--- src/rtl/memfe_pkg.sv ---
package memfe_pkg;

  typedef enum logic [1:0] {
    KIND_READ    = 2'd0,
    KIND_WRITE   = 2'd1,
    KIND_REFRESH = 2'd2
  } cmdKind_e;

  // Strobes from control to datapath, valid for the current cycle
  typedef struct packed {
    logic pushRw;       // enqueue a read or write command
    logic isWrite;      // the pushed command is a write
    logic useCaptured;  // take addr/size/autopch from the first-beat capture
    logic capture;      // latch first-beat fields of a multi-beat write
    logic pushRefresh;  // enqueue one refresh command
    logic wdBeat;       // forward the current write beat
    logic wdLast;       // the forwarded beat is the last one
  } ctlStrobe_t;

endpackage

--- src/rtl/memfe_ctrl.sv ---
module memfe_ctrl
  import memfe_pkg::*;
#(
  parameter int SIZE_W = 5,
  parameter int NUM_CS = 4,
  parameter int CS_W   = 2
) (
  input  logic              clk,
  input  logic              rstN,
  input  logic              reqRead,
  input  logic              reqWrite,
  input  logic [SIZE_W-1:0] reqSize,
  input  logic              refReq,
  input  logic [NUM_CS-1:0] refChipMask,
  input  logic              queueFull,
  output logic              reqReady,
  output ctlStrobe_t        strobe,
  output logic [CS_W-1:0]   refChip,
  output logic              errProto,
  output logic              errSize
);

  logic              live;
  logic              burstOpen;
  logic [SIZE_W-1:0] remain;
  logic [NUM_CS-1:0] fanMask;
  logic              fanBusy, accept, rdGo, wrGo, refGo, sizeZero, conflict;

  assign fanBusy  = |fanMask;
  assign accept   = live && !queueFull && !fanBusy;
  assign sizeZero = (reqSize == '0);
  assign conflict = (reqRead && reqWrite) || (burstOpen && reqRead);
  assign rdGo     = accept && reqRead && !reqWrite && !burstOpen;
  assign wrGo     = accept && reqWrite && !reqRead;
  assign refGo    = accept && refReq && !reqRead && !reqWrite && !burstOpen;
  assign reqReady = accept;

  // lowest pending chip of the fan-out
  always_comb begin
    logic found;
    found   = 1'b0;
    refChip = '0;
    for (int i = 0; i < NUM_CS; i++) begin
      if (fanMask[i] && !found) begin
        refChip = CS_W'(i);
        found   = 1'b1;
      end
    end
  end

  always_comb begin
    strobe = '0;
    if (rdGo && !sizeZero) strobe.pushRw = 1'b1;
    if (wrGo) begin
      if (!burstOpen) begin
        if (!sizeZero) begin
          strobe.wdBeat = 1'b1;
          if (reqSize == SIZE_W'(1)) begin
            strobe.pushRw  = 1'b1;
            strobe.isWrite = 1'b1;
            strobe.wdLast  = 1'b1;
          end else begin
            strobe.capture = 1'b1;
          end
        end
      end else begin
        strobe.wdBeat = 1'b1;
        if (remain == SIZE_W'(1)) begin
          strobe.pushRw      = 1'b1;
          strobe.isWrite     = 1'b1;
          strobe.useCaptured = 1'b1;
          strobe.wdLast      = 1'b1;
        end
      end
    end
    if (fanBusy && !queueFull) strobe.pushRefresh = 1'b1;
  end

  always_ff @(posedge clk or negedge rstN) begin
    if (!rstN) begin
      live      <= 1'b0;
      burstOpen <= 1'b0;
      remain    <= '0;
      fanMask   <= '0;
      errProto  <= 1'b0;
      errSize   <= 1'b0;
    end else begin
      live <= 1'b1;
      if (live && conflict) errProto <= 1'b1;
      if ((rdGo || (wrGo && !burstOpen)) && sizeZero) errSize <= 1'b1;
      if (strobe.capture) begin
        burstOpen <= 1'b1;
        remain    <= reqSize - SIZE_W'(1);
      end else if (wrGo && burstOpen) begin
        if (remain == SIZE_W'(1)) burstOpen <= 1'b0;
        remain <= remain - SIZE_W'(1);
      end
      if (refGo) fanMask <= refChipMask;
      else if (strobe.pushRefresh) fanMask[refChip] <= 1'b0;
    end
  end

  assert_fanout_blocks_R8: assert property (@(posedge clk) disable iff (!rstN)
    (refGo && |refChipMask) |=> !reqReady);
  assert_proto_sticky_R3: assert property (@(posedge clk) disable iff (!rstN)
    errProto |=> errProto);
  assert_size_sticky_R9: assert property (@(posedge clk) disable iff (!rstN)
    errSize |=> errSize);

endmodule

--- src/rtl/memfe_datapath.sv ---
module memfe_datapath
  import memfe_pkg::*;
#(
  parameter int ADDR_W = 16,
  parameter int SIZE_W = 5,
  parameter int DATA_W = 16,
  parameter int CS_W   = 2,
  parameter int DEPTH  = 4
) (
  input  logic              clk,
  input  logic              rstN,
  input  ctlStrobe_t        strobe,
  input  logic [CS_W-1:0]   refChip,
  input  logic [ADDR_W-1:0] reqAddr,
  input  logic [SIZE_W-1:0] reqSize,
  input  logic              reqAutoPch,
  input  logic [DATA_W-1:0] reqWdata,
  input  logic              cmdReady,
  output logic              queueFull,
  output logic              cmdValid,
  output logic [1:0]        cmdKind,
  output logic [ADDR_W-1:0] cmdAddr,
  output logic [SIZE_W-1:0] cmdSize,
  output logic              cmdAutoPch,
  output logic [CS_W-1:0]   cmdChip,
  output logic              wdOutValid,
  output logic [DATA_W-1:0] wdOutData,
  output logic              wdOutLast
);

  localparam int PTR_W = (DEPTH > 1) ? $clog2(DEPTH) : 1;
  localparam int CNT_W = $clog2(DEPTH + 1);

  logic [1:0]        qKind [DEPTH];
  logic [ADDR_W-1:0] qAddr [DEPTH];
  logic [SIZE_W-1:0] qSize [DEPTH];
  logic              qApch [DEPTH];
  logic [CS_W-1:0]   qChip [DEPTH];

  logic [PTR_W-1:0]  wrPtr, rdPtr;
  logic [CNT_W-1:0]  count;
  logic [ADDR_W-1:0] capAddr;
  logic [SIZE_W-1:0] capSize;
  logic              capApch;

  logic              doPush, doPop;
  cmdKind_e          newKind;
  logic [ADDR_W-1:0] newAddr;
  logic [SIZE_W-1:0] newSize;
  logic              newApch;
  logic [CS_W-1:0]   newChip;

  assign doPush    = strobe.pushRw || strobe.pushRefresh;
  assign cmdValid  = (count != '0);
  assign doPop     = cmdValid && cmdReady;
  assign queueFull = (count == CNT_W'(DEPTH));

  always_comb begin
    if (strobe.pushRefresh) begin
      newKind = KIND_REFRESH;
      newAddr = '0;
      newSize = '0;
      newApch = 1'b0;
      newChip = refChip;
    end else begin
      newKind = strobe.isWrite ? KIND_WRITE : KIND_READ;
      newAddr = strobe.useCaptured ? capAddr : reqAddr;
      newSize = strobe.useCaptured ? capSize : reqSize;
      newApch = strobe.useCaptured ? capApch : reqAutoPch;
      newChip = '0;
    end
  end

  always_ff @(posedge clk) begin
    if (doPush) begin
      qKind[wrPtr] <= newKind;
      qAddr[wrPtr] <= newAddr;
      qSize[wrPtr] <= newSize;
      qApch[wrPtr] <= newApch;
      qChip[wrPtr] <= newChip;
    end
  end

  always_ff @(posedge clk or negedge rstN) begin
    if (!rstN) begin
      wrPtr      <= '0;
      rdPtr      <= '0;
      count      <= '0;
      capAddr    <= '0;
      capSize    <= '0;
      capApch    <= 1'b0;
      wdOutValid <= 1'b0;
      wdOutData  <= '0;
      wdOutLast  <= 1'b0;
    end else begin
      if (doPush) wrPtr <= (wrPtr == PTR_W'(DEPTH - 1)) ? '0 : wrPtr + PTR_W'(1);
      if (doPop)  rdPtr <= (rdPtr == PTR_W'(DEPTH - 1)) ? '0 : rdPtr + PTR_W'(1);
      if (doPush && !doPop)      count <= count + CNT_W'(1);
      else if (doPop && !doPush) count <= count - CNT_W'(1);
      if (strobe.capture) begin
        capAddr <= reqAddr;
        capSize <= reqSize;
        capApch <= reqAutoPch;
      end
      wdOutValid <= strobe.wdBeat;
      wdOutLast  <= strobe.wdLast;
      if (strobe.wdBeat) wdOutData <= reqWdata;
    end
  end

  assign cmdKind    = qKind[rdPtr];
  assign cmdAddr    = qAddr[rdPtr];
  assign cmdSize    = qSize[rdPtr];
  assign cmdAutoPch = qApch[rdPtr];
  assign cmdChip    = qChip[rdPtr];

  assert_no_overflow_R8: assert property (@(posedge clk) disable iff (!rstN)
    queueFull |-> !doPush);
  assert_head_stable_R11: assert property (@(posedge clk) disable iff (!rstN)
    (cmdValid && !cmdReady) |=> (cmdValid && $stable(cmdKind) && $stable(cmdAddr)
                                 && $stable(cmdSize) && $stable(cmdChip)));
  assert_refresh_ascending_R7: assert property (@(posedge clk) disable iff (!rstN)
    (strobe.pushRefresh && $past(strobe.pushRefresh)) |-> (refChip > $past(refChip)));

endmodule

--- src/rtl/memReqFrontEnd.sv ---
module memReqFrontEnd
  import memfe_pkg::*;
#(
  parameter int ADDR_W      = 16,
  parameter int MEM_DQ_W    = 8,
  parameter int RATE_MULT   = 2,
  parameter int MAX_BURST   = 16,
  parameter int NUM_CS      = 4,
  parameter int QUEUE_DEPTH = 4,
  localparam int DATA_W = MEM_DQ_W * RATE_MULT,
  localparam int SIZE_W = $clog2(MAX_BURST + 1),
  localparam int CS_W   = (NUM_CS > 1) ? $clog2(NUM_CS) : 1
) (
  input  logic              clk,
  input  logic              rstN,
  input  logic              reqRead,
  input  logic              reqWrite,
  input  logic [ADDR_W-1:0] reqAddr,
  input  logic [SIZE_W-1:0] reqSize,
  input  logic [DATA_W-1:0] reqWdata,
  input  logic              reqAutoPch,
  input  logic              refReq,
  input  logic [NUM_CS-1:0] refChipMask,
  output logic              reqReady,
  output logic              cmdValid,
  input  logic              cmdReady,
  output logic [1:0]        cmdKind,
  output logic [ADDR_W-1:0] cmdAddr,
  output logic [SIZE_W-1:0] cmdSize,
  output logic              cmdAutoPch,
  output logic [CS_W-1:0]   cmdChip,
  output logic              wdOutValid,
  output logic [DATA_W-1:0] wdOutData,
  output logic              wdOutLast,
  output logic              errProto,
  output logic              errSize
);

  ctlStrobe_t      strobe;
  logic [CS_W-1:0] refChip;
  logic            queueFull;

  initial begin
    if (!(RATE_MULT == 2 || RATE_MULT == 4 || RATE_MULT == 8))
      $error("RATE_MULT must be 2, 4 or 8 (R5)");
    if (MAX_BURST < 1 || MAX_BURST > 1024)
      $error("MAX_BURST must lie in 1..1024 (R1)");
  end

  memfe_ctrl #(.SIZE_W(SIZE_W), .NUM_CS(NUM_CS), .CS_W(CS_W)) u_ctrl (
    .clk(clk), .rstN(rstN), .reqRead(reqRead), .reqWrite(reqWrite),
    .reqSize(reqSize), .refReq(refReq), .refChipMask(refChipMask),
    .queueFull(queueFull), .reqReady(reqReady), .strobe(strobe),
    .refChip(refChip), .errProto(errProto), .errSize(errSize)
  );

  memfe_datapath #(.ADDR_W(ADDR_W), .SIZE_W(SIZE_W), .DATA_W(DATA_W),
                   .CS_W(CS_W), .DEPTH(QUEUE_DEPTH)) u_dp (
    .clk(clk), .rstN(rstN), .strobe(strobe), .refChip(refChip),
    .reqAddr(reqAddr), .reqSize(reqSize), .reqAutoPch(reqAutoPch),
    .reqWdata(reqWdata), .cmdReady(cmdReady), .queueFull(queueFull),
    .cmdValid(cmdValid), .cmdKind(cmdKind), .cmdAddr(cmdAddr),
    .cmdSize(cmdSize), .cmdAutoPch(cmdAutoPch), .cmdChip(cmdChip),
    .wdOutValid(wdOutValid), .wdOutData(wdOutData), .wdOutLast(wdOutLast)
  );

endmodule

--- config.mk ---
export PLATFORM = sky130hd
export DESIGN_NAME = memReqFrontEnd
export DESIGN_NICKNAME = d
export VERILOG_FILES = /design/src/rtl/memfe_pkg.sv /design/src/rtl/memfe_ctrl.sv /design/src/rtl/memfe_datapath.sv /design/src/rtl/memReqFrontEnd.sv
export SDC_FILE = /design/constraint.sdc
export NUM_CORES = 1
export LEC_CHECK = 0
export BUFFER_PORTS_ARGS = -buffer_cell sky130_fd_sc_hd__buf_4
export CAP_MARGIN = 20
export CELL_PAD_IN_SITES_DETAIL_PLACEMENT = 2
export CELL_PAD_IN_SITES_GLOBAL_PLACEMENT = 2
export CORE_ASPECT_RATIO = 1.1
export CORE_UTILIZATION = 41
export DETAILED_ROUTE_END_ITERATION = 10
export PLACE_DENSITY_LB_ADDON = 0.08
export SLEW_MARGIN = 20
export SYNTH_ARGS = -nofsm -noshare
export SYNTH_HDL_FRONTEND = slang
export SYNTH_SLANG_ARGS = --single-unit
--- constraint.sdc ---
create_clock -name clk -period 3.6 [get_ports clk]
set_input_delay 0.36 -clock clk [delete_from_list [all_inputs] [get_ports clk]]
set_output_delay 0.36 -clock clk [all_outputs]
set_load 0.02 [all_outputs]
# Yosys cells after proc, flatten, opt, wreduce, memory -nomap -nowiden
# Memory sizes are Yosys's and may differ from the RTL's.
# Index checks and enable logic that the tools add are counted.
# W data, S select, Z words.
[totals]
ram_bits = 104
n_memories = 5
ff_bits = 60
inputBits = 48
wordCells = 129
out_inout_bits = 48
rom_bits = 0
latchBits = 0
[memory_table]
columns = ["memory", "words", "width", "rd", "rd_ports_with_merged_regs", "write_ports", "line", "source"]
rows = [
  ["u_dp.qAddr", 4, 16, 1, 0, 1, "memfe_datapath.sv:35", "logic [ADDR_W-1:0] qAddr [DEPTH];"],
  ["u_dp.qSize", 4, 5, 1, 0, 1, "memfe_datapath.sv:36", "logic [SIZE_W-1:0] qSize [DEPTH];"],
  ["u_dp.qChip", 4, 2, 1, 0, 1, "memfe_datapath.sv:38", "logic [CS_W-1:0] qChip [DEPTH];"],
  ["u_dp.qKind", 4, 2, 1, 0, 1, "memfe_datapath.sv:34", "logic [1:0] qKind [DEPTH];"],
  ["u_dp.qApch", 4, 1, 1, 0, 1, "memfe_datapath.sv:37", "logic qApch [DEPTH];"],
]
[op_classes]
div_mod_pow = 0
mux = 46
n_reduce_logical = 48
n_shift = 0
bitwise = 2
mul = 0
addsub = 6
eq_ne = 5
order_cmp = 2
[op_table]
columns = ["op", "count"]
rows = [
  ["$mux W16", 2],
  ["$logic_and A1 B1 Y1", 26],
  ["$mux W2", 12],
  ["$mux W1", 21],
  ["$mux W5", 4],
  ["$mux W4", 3],
  ["$logic_not A1 Y1", 11],
  ["$eq A5 B1 Y1 const B", 2],
  ["$sub A5 B1 Y5 const B", 2],
  ["$mux W3", 3],
  ["$reduce_bool A2 Y1", 4],
  ["$logic_not A5 Y1", 1],
  ["$add A2 B1 Y2 const B", 2],
  ["$and A4 B4 Y4", 1],
  ["$eq A2 B2 Y1 const B", 2],
  ["$not A4 Y4", 1],
  ["$reduce_or A4 Y1", 1],
  ["$add A3 B1 Y3 const B", 1],
  ["$eq A3 B3 Y1 const B", 1],
  ["$logic_or A1 B1 Y1", 3],
  ["$lt A2 B3 Y1 const B", 1],
  ["$reduce_bool A3 Y1", 1],
  ["$sub A3 B1 Y3 const B", 1],
  ["$demux W1 S2", 1],
  ["other kinds (2)", 2],
]

# Depth between registers and ports, before layout
[logic_depth]
depth_word = 18
ltp_mapped = 12

# Hierarchy
# Synthesis repeated with hierarchy kept, for this count alone.
[hier_totals]
cells_unflattened = 408
area_unflattened_um2 = 6946.7
[modules_own_cells]
columns = ["module", "instances", "area_per_inst_um2", "cells_per_inst"]
rows = [
  ["memfe_datapath", 1, 6030.8, 309],
  ["memfe_ctrl", 1, 915.9, 99],
]

# Worst setup path before layout
# No wires, ideal clock.
[synth_timing]
path_kind = "register to register"
startpoint = "register u_ctrl.remain[1]"
endpoint = "memory u_dp.qAddr[0][0] (enable)"
stages_incl_launch_ff = 7
synth_period_minus_slack_ns = 2.585
n_path_buf = 0
arrival_ns = 2.200
slack_ns = 1.015
setup_time_ns = 0.385
path_cell_list = "dfrtp_1 -> inv_1 -> ha_1 -> or4b_2 -> inv_1 -> o32a_1 -> and2_1"
[synth_via]
elab_chain_len = 7
[synth_rtl]
columns = ["element", "line", "source"]
rows = [
  ["start: declaration", "memfe_ctrl.sv:25", "logic [SIZE_W-1:0] remain;"],
  ["start signal: assignment", "memfe_ctrl.sv:93", "remain <= reqSize - SIZE_W'(1);"],
  ["start signal: assignment", "memfe_ctrl.sv:96", "remain <= remain - SIZE_W'(1);"],
  ["$eq A5 B1 Y1", "memfe_ctrl.sv:68", "if (remain == SIZE_W'(1)) begin"],
  ["$mux W3", "memfe_ctrl.sv:68", ""],
  ["$mux W2", "memfe_ctrl.sv:55", "if (!burstOpen) begin"],
  ["$mux W4", "memfe_ctrl.sv:54", "if (wrGo) begin"],
  ["$logic_or A1 B1 Y1", "memfe_datapath.sv:53", "assign doPush = strobe.pushRw || strobe.pushRefresh;"],
  ["via u_dp.doPush", "memfe_datapath.sv:46", "logic doPush, doPop;"],
  ["$mux W1", "memfe_datapath.sv:75", "if (doPush) begin"],
  ["$mux W1 (implied by the code)", "memfe_datapath.sv:77", "qAddr[wrPtr] <= newAddr;"],
  ["end: declaration", "memfe_datapath.sv:35", ""],
]
# The timed path passes the listed nets, and every way through them passes these cells.

# Final worst setup path
[layout_timing]
startpoint = "register u_ctrl.fanMask[2]"
endpoint = "register u_dp.count[2]"
[layout_via]
elab_chain_len = 16
[layout_rtl]
columns = ["element", "line", "source"]
rows = [
  ["start: declaration", "memfe_ctrl.sv:26", "logic [NUM_CS-1:0] fanMask;"],
  ["start signal: assignment", "memfe_ctrl.sv:98", "if (refGo) fanMask <= refChipMask;"],
  ["$reduce_or A4 Y1 *", "memfe_ctrl.sv:29", "assign fanBusy = |fanMask;"],
  ["$logic_not A1 Y1", "memfe_ctrl.sv:30", "assign accept = live && !queueFull && !fanBusy;"],
  ["$logic_and A1 B1 Y1", "memfe_ctrl.sv:30", ""],
  ["$logic_and A1 B1 Y1 (3 in series)", "memfe_ctrl.sv:33", "assign rdGo = accept && reqRead && !reqWrite && !burstOpen;"],
  ["$logic_and A1 B1 Y1", "memfe_ctrl.sv:53", "if (rdGo && !sizeZero) strobe.pushRw = 1'b1;"],
  ["$mux W1", "memfe_ctrl.sv:53", ""],
  ["$mux W2", "memfe_ctrl.sv:58", "if (reqSize == SIZE_W'(1)) begin"],
  ["$mux W2", "memfe_ctrl.sv:56", "if (!sizeZero) begin"],
  ["$mux W2", "memfe_ctrl.sv:55", ""],
  ["$mux W4", "memfe_ctrl.sv:54", ""],
  ["$logic_or A1 B1 Y1 *", "memfe_datapath.sv:53", ""],
  ["via u_dp.doPush", "memfe_datapath.sv:46", ""],
  ["$logic_not A1 Y1", "memfe_datapath.sv:99", "else if (doPop && !doPush) count <= count - CNT_W'(1);"],
  ["$logic_and A1 B1 Y1", "memfe_datapath.sv:99", ""],
  ["$reduce_bool A2 Y1 (no line)", "--", ""],
  ["end signal: assignment", "memfe_datapath.sv:98", "if (doPush && !doPop) count <= count + CNT_W'(1);"],
  ["end signal: assignment", "memfe_datapath.sv:99", ""],
  ["end: declaration", "memfe_datapath.sv:41", "logic [CNT_W-1:0] count;"],
]
# Mark *: on every way through the listed nets, which the timed path passes. The rest lies on a longest branch.
# A chain may end at the register's enable or synchronous reset.

==> flow_summary_export.csv <==
group,metric,value,unit
drt,dr.first_iter.drc_count,185,
drt,vias_per_cell,5.448,
placed_design,portBuffers,95,
sta,tightest_slew,0.8621,ns
clock_network,clk_pin_slew_worst_paths,0.07,ns
drt,wirelength,17.44,mm
pwr,power,6.822,mW
clock_network,clock-sinks,164,
placed_design,dp.cells,716,
clock_network,cts_tree,"yes",
drt,vias,4075,
die,die_x,125.4,um
worst_setup_path,crit_type,"register to register",
yosys,synth-edff-count,104,
drt,drt_pre_antenna_iters,9,
clock_network,root_buffer,"clkbuf_16",
drt,drt-wirelength-per-cell,23.32,um
pwr,intPower,4.705,mW
yosys,yosys_warnings,0,
yosys,synth_top_area_share,45.46,%
yosys,yosysSeqAreaShare,67.31,%
die,rows,49,
status,status,"finished with violations",
grt,grt_pass1_wl,27.26,mm
sta,fmax,0.3358,GHz
clock_network,numCtsBuffers,17,
status,violations,"DRC",
yosys,synth-main-ff-cell,"edfxtp_1",
yosys,syn_nets,483,
worst_setup_path,crit_arrival,3.32,ns
yosys,async_reset_ff_share,36.59,%
cells_and_area,fin_cells,748,
clock_network,cts_setup_buffers,0,
flow_run,cap_violations,0,
clock_network,clk_latency,0.42,ns
sta,finalSetupViolCount,0,
yosys,yosysMostFrequentCell,"edfxtp_1",
clock_network,ctsHoldBuffers,0,
yosys,synth_commonest_cells,"edfxtp_1, dfrtp_1, nand2_1",
grt,grt_usage,21.62,%
yosys,syn_avg_cell_area,16.24,um^2
grt,grt_max_degree,61,
pwr,leakagePower,3.408,nW
grt,first_global_vias,4659,
drt,drc,3,
yosys,postSynthCellCount,423,
pwr,clkPwrFrac,28.9,%
worst_setup_path,start_kind,"register",
worst_setup_path,path_max_fanout,8,
yosys,syn_area,6870,um^2
yosys,yosys.area.top_type,"edfxtp_1",
worst_setup_path,max_stage_delay,0.55,ns
die,pin_count,96,
die,core,16370,um^2
clock_network,clock_tree.buffer_depth,2,
worst_setup_path,path_cells,"nor4_4 -> nand4_4 -> nor2_1 -> o32a_1 -> ha_1 -> inv_1 -> fa_1 -> xor2_1 -> nor2_1 -> xor2_1",
yosys,yosys.cell_types.count,50,
grt,overflow,0,
cells_and_area,syn_to_final_growth,23.62,%
worst_setup_path,crit_path_top_delay_cell,"nor4_4",
pwr,power_frac_seq,40.0,%
sta,fin_crit_sh,82.71,%
pwr,p_switching,2.118,mW
sta,tns,0,ns
die,die_area,17280,um^2
sta,relSlewSlack,42.47,%
pwr,combPwrFrac,31.1,%
sta,finalHoldViolCount,0,
placed_design,hpwl,11.02,mm
die,initial_core_util,41.97,%
worst_setup_path,end_kind,"register",
clock_network,ctsResizeCount,0,
worst_hold_path,hold_class,"input port to async pin",
sta,finalMaxSlewViolations,0,
sta,min_period,2.978,ns
pwr,pwr_density_cell,803.3,nW/um^2
cells_and_area,drive_above_1_share,39.89,%
cells_and_area,fin_nets,591,
worst_setup_path,reg2reg_from,"u_ctrl.fanMask[2]$_DFFE_PN0P_",
placed_design,place.gp.congestion,0.7637,
die,die_y,137.8,um
worst_setup_path,startpoint,"u_ctrl.fanMask[2]$_DFFE_PN0P_",
cells_and_area,n_antenna_cell,0,
yosys,synth_area_leaders,"edfxtp_1, dfrtp_1, mux4_2",
pwr,sw_frac_of_total,31.04,%
cells_and_area,fill_cells,1491,
sta,fin_skew,0.009807,ns
worst_setup_path,cp.required,3.94,ns
pwr,ir_drop,0.0003321,V
grt,antenna_found_initial,0,
drt,ant_nets,0,
clock_network,htree_num_levels,4,
yosys,ys_ff_latch,164,
sta,rsz0062_at_grt,"false",
[sequential cells by signal, summed over array words and instances, names as in the netlist, 2 cells and up]
name / cells
u_ctrl.fanMask: 4
u_ctrl.remain: 5
u_dp.capAddr: 16
u_dp.capSize: 5
u_dp.count: 3
u_dp.qAddr: 64
u_dp.qApch: 4
u_dp.qChip: 8
u_dp.qKind: 8
u_dp.qSize: 20
u_dp.rdPtr: 2
u_dp.wdOutData: 16
u_dp.wrPtr: 2
[critical path: cells and delay by family (launching register included)]
| family | cells | cell delay [ns] |
|---|---|---|
| simple gates | 4 | 1.08 |
| xor+xnor | 2 | 0.30 |
| buf+inv | 1 | 0.07 |
| compound gates | 1 | 0.38 |
| fa+ha+maj | 2 | 0.64 |
| flops | 1 | 0.43 |
[cell type report]
type | count | area [um^2] | area share [%]
flip-flops and latches | 164 | 4626 | 54.46
multi-input cells | 230 | 2107 | 24.81
repair buffers | 108 | 823.3 | 9.694
clock buffers | 21 | 470.5 | 5.539
well taps | 204 | 255.2 | 3.005
clock inverters | 11 | 173.9 | 2.048
inverters | 10 | 37.54 | 0.4420
[worst paths after layout]
check                                            endpoint  slack [ns]  cells after the start
max                             u_dp.count[2]$_DFFE_PN0P_        0.62                     10
min                        u_dp.wdOutData[13]$_DFFE_PN0P_        0.04                      1
max reg2reg                     u_dp.count[2]$_DFFE_PN0P_        0.62                     10
min reg2reg                   u_ctrl.errProto$_DFFE_PN0P_        0.49                      1
max in group asynchronous       u_dp.rdPtr[0]$_DFFE_PN0P_        2.94                      1
min in group clk            u_ctrl.fanMask[3]$_DFFE_PN0P_        0.14                      3
[cell usage in the layout (no fill, tap or decap), drive strengths merged, types with 3 or more instances in the layout]
cell type,count
nor2,12
a21o,4
or3,3
buf,108
clkbuf,21
clkinv,3
xor2,4
inv,11
a21oi,25
nor4,3
nand4,3
dfrtp,60
and2,4
nor3,4
mux2,40
o21ai,5
clkinvlp,3
bufinv,4
mux4,26
nand2,55
xnor2,5
ha,11
edfxtp,104
[kinds of logic after synthesis]
logic type	Yosys count	share of synthesized area, %
AND/OR/NAND/NOR	96	7.030
multiplexers	66	16.01
flip-flops	164	67.31
adder cells (fa/ha/maj)	12	2.295
other	1	0.05458
buffers and inverters	29	2.149
AO/OA/AOI/OAI	46	4.007
XOR/XNOR	9	1.147
[power by group through the flow]
stage / sequential [mW] / combinational, mW / clock [mW]
after floorplan: 2.73 / 1.29 / 0
after global placement: 2.71 / 2.06 / 0
after detailed placement: 2.75 / 2.13 / 0
after CTS: 2.73 / 2.17 / 2.01
after global routing: 2.78 / 2.28 / 2.07
final: 2.73 / 2.12 / 1.97
[metrics by stage]
step | setup WS [ns] | instance area (um^2) | util [%] | hold slack [ns]
6_report | 0.6224 | 8493 | 51.88 | 0.03978
5_1_grt | 0.4354 | 8493 | 51.88 | 0.09750
4_1_cts | 0.6140 | 8489 | 51.86 | 0.06524
3_5_place_dp | 0.6504 | 7845 | 47.92 | 0.4720
3_3_place_gp | 0.8445 | 7845 | 47.92 | 0.4704
2_1_floorplan | 1.015 | 6870 | - | 0.06441
[routing by layer]
layer / global-route usage (%) / vias to the layer above / part of all wire (%)
li1: - / 1790 / -
met1: 25.06 / 2181 / 41
met2: 40.74 / 92 / 55
met3: 4.155 / 12 / 3.0
met4: 6.098 / 0 / 0.76
met5: 0 / - / 0
Note: power is estimated with default switching activity, not from simulation.
